--- src/rtl/iae_pkg.sv ---
package iae_pkg;
  localparam int VEC_W  = 8;
  localparam int DEST_W = 8;
  localparam int DLV_W  = 3;

  typedef struct packed {
    logic              mask;
    logic              lvl_trig;
    logic              act_low;
    logic              dst_logical;
    logic [DLV_W-1:0]  dlv;
    logic [DEST_W-1:0] dest;
    logic [VEC_W-1:0]  vec;
  } rte_t;

  localparam int ENT_W = $bits(rte_t);
endpackage

--- src/rtl/iae_pin_front.sv ---
module iae_pin_front #(
  parameter int NPINS = 8
) (
  input  logic             clk,
  input  logic             rst_n,
  input  logic [NPINS-1:0] pin_i,
  input  logic [NPINS-1:0] act_low_i,
  input  logic [NPINS-1:0] lvl_i,
  input  logic [NPINS-1:0] pend_i,
  input  logic [NPINS-1:0] rpend_i,
  output logic [NPINS-1:0] irr_o,
  output logic [NPINS-1:0] fire_o,
  output logic [NPINS-1:0] coal_o
);
  for (genvar g = 0; g < NPINS; g++) begin : g_pin
    logic eff, rise, blocked, req_q, coal_q;

    assign eff     = pin_i[g] ^ act_low_i[g];
    assign rise    = eff & ~req_q;
    assign blocked = pend_i[g] | (lvl_i[g] & rpend_i[g]);

    always_ff @(posedge clk or negedge rst_n) begin
      if (!rst_n) begin
        req_q  <= 1'b0;
        coal_q <= 1'b0;
      end else begin
        req_q  <= eff;
        coal_q <= rise & blocked;
      end
    end

    assign irr_o[g]  = req_q;
    assign fire_o[g] = rise & ~blocked;
    assign coal_o[g] = coal_q;


    coal_needs_req_chk: assert property (@(posedge clk) disable iff (!rst_n)
      coal_q |-> req_q);
  end
endmodule

--- src/rtl/iae_prio_pick.sv ---
module iae_prio_pick #(
  parameter int N = 8,
  localparam int IW = (N > 1) ? $clog2(N) : 1
) (
  input  logic [N-1:0]  req_i,
  output logic [N-1:0]  grant_oh_o,
  output logic [IW-1:0] grant_idx_o,
  output logic          grant_vld_o
);
  always_comb begin
    grant_oh_o  = '0;
    grant_idx_o = '0;
    grant_vld_o = 1'b0;
    for (int i = N - 1; i >= 0; i--) begin
      if (req_i[i]) begin
        grant_oh_o  = '0;
        grant_oh_o[i] = 1'b1;
        grant_idx_o = IW'(i);
        grant_vld_o = 1'b1;
      end
    end
  end
endmodule

--- src/rtl/iae_eoi_walk.sv ---
module iae_eoi_walk
  import iae_pkg::*;
#(
  parameter int NPINS = 8,
  localparam int PIN_W = (NPINS > 1) ? $clog2(NPINS) : 1
) (
  input  logic                   clk,
  input  logic                   rst_n,
  input  logic                   eoi_valid_i,
  input  logic [VEC_W-1:0]       eoi_vector_i,
  output logic                   eoi_ready_o,
  input  logic [NPINS*VEC_W-1:0] vec_tbl_i,
  output logic                   hit_o,
  output logic [PIN_W-1:0]       idx_o
);
  localparam logic [PIN_W-1:0] LAST = PIN_W'(NPINS - 1);

  logic [VEC_W-1:0] vtab [NPINS];
  for (genvar g = 0; g < NPINS; g++) begin : g_vt
    assign vtab[g] = vec_tbl_i[g*VEC_W +: VEC_W];
  end

  logic             busy_q;
  logic [PIN_W-1:0] idx_q;
  logic [VEC_W-1:0] vec_q;

  always_ff @(posedge clk or negedge rst_n) begin
    if (!rst_n) begin
      busy_q <= 1'b0;
      idx_q  <= '0;
      vec_q  <= '0;
    end else if (!busy_q) begin
      if (eoi_valid_i) begin
        busy_q <= 1'b1;
        idx_q  <= '0;
        vec_q  <= eoi_vector_i;
      end
    end else begin
      if (idx_q == LAST) busy_q <= 1'b0;
      idx_q <= idx_q + 1'b1;
    end
  end

  assign eoi_ready_o = !busy_q;
  assign hit_o       = busy_q && (vtab[idx_q] == vec_q);
  assign idx_o       = idx_q;


  eoi_hold_chk: assert property (@(posedge clk) disable iff (!rst_n)
    eoi_valid_i && eoi_ready_o |=> !eoi_ready_o && idx_o == '0);
endmodule

--- src/rtl/irq_accept_engine.sv ---
module irq_accept_engine
  import iae_pkg::*;
#(
  parameter int NPINS = 8,
  parameter logic [DEST_W-1:0] BOOT_DEST = '0,
  localparam int PIN_W = (NPINS > 1) ? $clog2(NPINS) : 1
) (
  input  logic                   clk,
  input  logic                   rst_n,
  input  logic [NPINS-1:0]       pin_i,
  input  logic [NPINS*ENT_W-1:0] rte_tbl_i,
  output logic                   msg_valid_o,
  input  logic                   msg_ready_i,
  output logic [PIN_W-1:0]       msg_pin_o,
  output logic [VEC_W-1:0]       msg_vector_o,
  output logic [DEST_W-1:0]      msg_dest_o,
  output logic                   msg_dest_logical_o,
  output logic                   msg_lvl_trig_o,
  output logic [DLV_W-1:0]       msg_dlv_mode_o,
  output logic [NPINS-1:0]       coal_o,
  output logic [NPINS-1:0]       rpend_o,
  input  logic                   eoi_valid_i,
  output logic                   eoi_ready_o,
  input  logic [VEC_W-1:0]       eoi_vector_i,
  output logic                   ack_valid_o,
  output logic [PIN_W-1:0]       ack_pin_o
);
  rte_t                   ent [NPINS];
  logic [NPINS-1:0]       mask_v, lvl_v, pol_v;
  logic [NPINS*VEC_W-1:0] vec_flat;

  for (genvar g = 0; g < NPINS; g++) begin : g_ent
    assign ent[g]      = rte_t'(rte_tbl_i[g*ENT_W +: ENT_W]);
    assign mask_v[g]   = ent[g].mask;
    assign lvl_v[g]    = ent[g].lvl_trig;
    assign pol_v[g]    = ent[g].act_low;
    assign vec_flat[g*VEC_W +: VEC_W] = ent[g].vec;
  end

  logic [NPINS-1:0] pend_q, rpend_q, irr, fire;

  iae_pin_front #(.NPINS(NPINS)) u_front (
    .clk(clk), .rst_n(rst_n), .pin_i(pin_i), .act_low_i(pol_v), .lvl_i(lvl_v),
    .pend_i(pend_q), .rpend_i(rpend_q), .irr_o(irr), .fire_o(fire), .coal_o(coal_o)
  );

  logic             scan_hit;
  logic [PIN_W-1:0] scan_idx;

  iae_eoi_walk #(.NPINS(NPINS)) u_walk (
    .clk(clk), .rst_n(rst_n), .eoi_valid_i(eoi_valid_i), .eoi_vector_i(eoi_vector_i),
    .eoi_ready_o(eoi_ready_o), .vec_tbl_i(vec_flat), .hit_o(scan_hit), .idx_o(scan_idx)
  );

  assign ack_valid_o = scan_hit;
  assign ack_pin_o   = scan_idx;

  logic [NPINS-1:0] eoi_clr, eoi_resend;
  always_comb begin
    eoi_clr = '0;
    if (scan_hit && lvl_v[scan_idx]) eoi_clr[scan_idx] = 1'b1;
  end
  assign eoi_resend = eoi_clr & rpend_q & ~mask_v & irr;

  logic [NPINS-1:0] grant_oh;
  logic [PIN_W-1:0] grant_idx;
  logic             grant_vld;

  iae_prio_pick #(.N(NPINS)) u_pick (
    .req_i(pend_q & ~mask_v), .grant_oh_o(grant_oh),
    .grant_idx_o(grant_idx), .grant_vld_o(grant_vld)
  );

  logic             do_load;
  logic [NPINS-1:0] load_oh;
  rte_t             sel;

  assign do_load = grant_vld && (!msg_valid_o || msg_ready_i);
  assign load_oh = do_load ? grant_oh : '0;
  assign sel     = ent[grant_idx];

  always_ff @(posedge clk or negedge rst_n) begin
    if (!rst_n) begin
      pend_q  <= '0;
      rpend_q <= '0;
    end else begin
      pend_q  <= (pend_q | fire | eoi_resend) & ~mask_v & ~load_oh;
      rpend_q <= (rpend_q & ~eoi_clr) | (load_oh & lvl_v);
    end
  end

  always_ff @(posedge clk or negedge rst_n) begin
    if (!rst_n) begin
      msg_valid_o        <= 1'b0;
      msg_pin_o          <= '0;
      msg_vector_o       <= '0;
      msg_dest_o         <= '0;
      msg_dest_logical_o <= 1'b0;
      msg_lvl_trig_o     <= 1'b0;
      msg_dlv_mode_o     <= '0;
    end else if (do_load) begin
      msg_valid_o    <= 1'b1;
      msg_pin_o      <= grant_idx;
      msg_vector_o   <= sel.vec;
      msg_lvl_trig_o <= sel.lvl_trig;
      msg_dlv_mode_o <= sel.dlv;
      if (grant_idx == '0) begin
        msg_dest_o         <= BOOT_DEST;
        msg_dest_logical_o <= 1'b0;
      end else begin
        msg_dest_o         <= sel.dest;
        msg_dest_logical_o <= sel.dst_logical;
      end
    end else if (msg_ready_i) begin
      msg_valid_o <= 1'b0;
    end
  end

  assign rpend_o = rpend_q;


  msg_hold_chk: assert property (@(posedge clk) disable iff (!rst_n)
    msg_valid_o && !msg_ready_i |=> msg_valid_o && $stable(msg_pin_o) &&
      $stable(msg_vector_o) && $stable(msg_dest_o) && $stable(msg_dest_logical_o) &&
      $stable(msg_lvl_trig_o) && $stable(msg_dlv_mode_o));


  boot_pin_chk: assert property (@(posedge clk) disable iff (!rst_n)
    msg_valid_o && msg_pin_o == '0 |-> !msg_dest_logical_o && msg_dest_o == BOOT_DEST);


  grant_pending_chk: assert property (@(posedge clk) disable iff (!rst_n)
    grant_vld |-> (grant_oh & pend_q) != '0);


  rpend_on_load_chk: assert property (@(posedge clk) disable iff (!rst_n)
    do_load && lvl_v[grant_idx] |=> rpend_o[msg_pin_o]);
endmodule

--- config.mk ---
export PLATFORM = sky130hd
export DESIGN_NAME = irq_accept_engine
export DESIGN_NICKNAME = d
export VERILOG_FILES = /design/src/rtl/iae_pkg.sv /design/src/rtl/iae_pin_front.sv /design/src/rtl/iae_prio_pick.sv /design/src/rtl/iae_eoi_walk.sv /design/src/rtl/irq_accept_engine.sv
export SDC_FILE = /design/constraint.sdc
export NUM_CORES = 1
export LEC_CHECK = 0
export BUFFER_PORTS_ARGS = -buffer_cell sky130_fd_sc_hd__buf_2
export CAP_MARGIN = 20
export CORE_MARGIN = 4
export CORE_UTILIZATION = 48
export CTS_CLUSTER_SIZE = 8
export DETAILED_ROUTE_END_ITERATION = 8
export HOLD_SLACK_MARGIN = 0.12
export PLACE_DENSITY = 0.83
export SETUP_SLACK_MARGIN = 0.02
export SLEW_MARGIN = 20
export SYNTH_ARGS = -nofsm -noshare
export SYNTH_HDL_FRONTEND = slang
export SYNTH_SLANG_ARGS = --single-unit
--- constraint.sdc ---
create_clock -name clk -period 2.7 [get_ports clk]
set_clock_uncertainty 0.05 [all_clocks]
set_input_delay 0 -clock clk [delete_from_list [all_inputs] [get_ports clk]]
set_output_delay 0 -clock clk [all_outputs]
set_load 0.05 [all_outputs]
==> results_dict.tcl <==
set metrics [dict create \
    die_x_um 112 \
    tightest_slew_ns 0.934 \
    wl_per_cell_um 23.2 \
    syn-mean-instance-area_um2 9.10 \
    crit_path_top_delay_cell "dlygate4sd3_1" \
    slew_headroom 0.377 \
    cts.htree.levels 3 \
    grt_first_pass_wirelength_mm 40.2 \
    synth_cells 574 \
    ir_worst_vdd_mv 0.608 \
    die_h_um 112 \
    finalInstanceArea_um2 8740 \
    layout_common_cells "buf_2, dlygate4sd3_1, mux2i_1" \
    hpwl_mm 14.4 \
    grt_pass1_vias 7716 \
    cts.sinks 69 \
    syn_to_final_growth_pct 67.3 \
    drt_pass1_iterations 6 \
    setup_ws_ns -0.0139 \
    path_clk_slew_ns 0.09 \
    clk_root_buffer_cell "clkbuf_8" \
    worst_setup_path_end_kind "flip-flop" \
    async_flop_share 1.00 \
    cap_violations 0 \
    insertion_delay_ns 0.36 \
    hold_path.class "in2reg" \
    final_max_slew_viol_count 0 \
    drt_iter0_drc 734 \
    final_cells 1139 \
    synth_edf_count 0 \
    final_nets 1201 \
    viasPerCell 6.36 \
    final-hold-violation-count 0 \
    fp.coreArea_um2 10500 \
    min_period_ns 2.71 \
    synth-main-ff-cell "dfrtp_1" \
    route.antenna.remaining_nets 0 \
    ys_seq_area_frac 0.331 \
    power_density_nw_per_um2 841 \
    ys_seq_elements 69 \
    r2r-start "pend_q[3]" \
    numCtsBuffers 9 \
    dr_total_vias 7249 \
    hp-start "rte_tbl_i[121]" \
    synth_warnings 0 \
    layout_commonest_cell "buf_2" \
    grt.overflow.total 0 \
    place.port_buffers 240 \
    dpl_cell_area_um2 6580 \
    drt_drc_violations_left 0 \
    worstSetupPathType "reg2reg" \
    crit_path_start_kind "flip-flop" \
    crit_fanout 14 \
    status "complete, but fails checks" \
    globalRouteTotalUtil 0.405 \
    gp_congestion 0.996 \
    period_share 1.01 \
    cp_data_required_time_ns 2.90 \
    die_area_um2 12600 \
    rows 37 \
    violations "negative setup slack" \
    clockBufferDepth 2 \
    cp.arrival_ns 2.91 \
    crit_chain "nor2b_2 > nor4_4 > o31a_4 > buf_12 > mux2i_1 > dlygate4sd3_1 > o211ai_1 > o221a_2" \
    io_pins 250 \
    drt-total-wl_mm 26.4 \
    synth_cell_types 58 \
    start_util 0.499 \
    dp.cells 929 \
    layout-drive-gt1-share 0.365 \
    fmax_mhz 368 \
    syn-num-nets 780 \
    antenna_found_initial 0 \
    crit_start "pend_q[3]" \
    grt_max_degree 70 \
    critical-path-max-stage-delay_ns 0.64 \
    setup_viol 1 \
    cts_tree "built" \
    netlist_area_um2 5220 \
    p_leak_uw 0.00406 \
]
[layer usage]
metal	global-route usage	wire [um]
met2	0.642	12200
met3	0.129	3140
met5	0.00392	0
met1	0.441	8880
met4	0.332	2250
[critical path: cells and delay by family, from the launching register on]
kind            cells  cell delay, ns
simple gates        2            0.55
compound gates      3            0.51
buf+inv             2            0.81
mux                 1            0.29
flops               1            0.41
[final timing paths]
check / endpoint / slack, ns / depth (start not counted)
worst max-delay path: msg_dest_o[2] / -0.01 / 8
worst min-delay path: msg_vector_o[6] / 0.12 / 5
worst max register to register: msg_dest_o[2] / -0.01 / 8
worst min register to register: u_front.g_pin[1].coal_q / 0.43 / 1
max in group asynchronous: u_walk.idx_o[0] / 1.60 / 3
min in group asynchronous: msg_dlv_mode_o[1] / 0.27 / 3
[state kept, by name, summed over array words and instances, names as in the netlist]
register              flops
msg_vector_o              8
msg_valid_o               1
rpend_o                   8
u_front.g_pin.req_q       8
u_walk.vec_q              8
u_walk.idx_o              3
pend_q                    8
msg_dlv_mode_o            3
msg_pin_o                 3
msg_dest_o                8
msg_dest_logical_o        1
u_front.g_pin.coal_q      8
msg_lvl_trig_o            1
u_walk.busy_q             1
[cells by family after synthesis]
| logic type | after synthesis | synth area share |
|---|---|---|
| xor+xnor | 15 | 0.0252 |
| flops | 69 | 0.331 |
| mux | 93 | 0.189 |
| fa+ha+maj | 2 | 0.00479 |
| simple gates | 172 | 0.163 |
| compound gates | 163 | 0.229 |
| buf+inv | 60 | 0.0585 |
[cells in the mapped netlist (3+ instances only)]
| cell | n | area (um^2) |
|---|---|---|
| dfrtp_1 | 69 | 1730 |
| mux2i_1 | 67 | 671 |
| nand2_1 | 48 | 180 |
| nor2_1 | 44 | 165 |
| a21oi_1 | 36 | 180 |
| a22oi_1 | 23 | 173 |
| o211ai_1 | 23 | 173 |
| clkbuf_1 | 22 | 82.6 |
| mux2_2 | 22 | 248 |
| nor3_1 | 19 | 95.1 |
| nor2b_1 | 15 | 93.8 |
| nand3_1 | 14 | 70.1 |
| buf_4 | 12 | 90.1 |
| inv_1 | 12 | 45.0 |
| o221ai_1 | 12 | 105 |
| buf_2 | 10 | 50.1 |
| o21ai_0 | 10 | 50.1 |
| a21o_1 | 9 | 67.6 |
| o221a_2 | 9 | 101 |
| xor2_1 | 9 | 78.8 |
| nand4_1 | 7 | 43.8 |
| o22ai_1 | 7 | 43.8 |
| a32oi_1 | 6 | 52.6 |
| nand2b_1 | 6 | 37.5 |
| xnor2_1 | 6 | 52.6 |
| a211oi_1 | 5 | 37.5 |
| and3_1 | 5 | 31.3 |
| a32o_1 | 3 | 30.0 |
| buf_6 | 3 | 33.8 |
| o21bai_1 | 3 | 22.5 |
[power breakdown]
group          internal (uW)  switching, uW
Clock                    430            460
Combinational           1800           2940
Sequential              1380            331
[final cells by class]
cell class,instances,area [um^2]
well taps,136,170
flip-flops and latches,69,1730
clock buffers,9,124
repair buffers,457,3320
inverters,13,51.3
multi-input cells,445,3260
clock inverters,7,73.8
diodes,3,7.51
fillers,619,1720
[metrics by stage]
stage	TNS [ns]	hold slack (ns)	util	power, uW	setup slack (ns)
2_1_floorplan	0	-0.346	-	4590	0.0486
3_3_place_gp	0	0.128	0.629	5610	0.208
3_5_place_dp	0	0.136	0.629	5710	0.111
4_1_cts	0	0.120	0.824	6980	0.0402
5_1_grt	-0.0116	0.123	0.834	7610	-0.0116
6_report	-0.0139	0.123	0.835	7340	-0.0139
[repair_timing]
action                                 in CTS  in global routing
pin swaps                                   3                  4
endpoints found under the hold margin     133                  0
buffers inserted                           11                  7
gates cloned                                0                  1
setup endpoints to repair                   1                 26
resized for setup                           7                 15
hold buffers                              173                  0
Power figures use the tool's default switching activity.
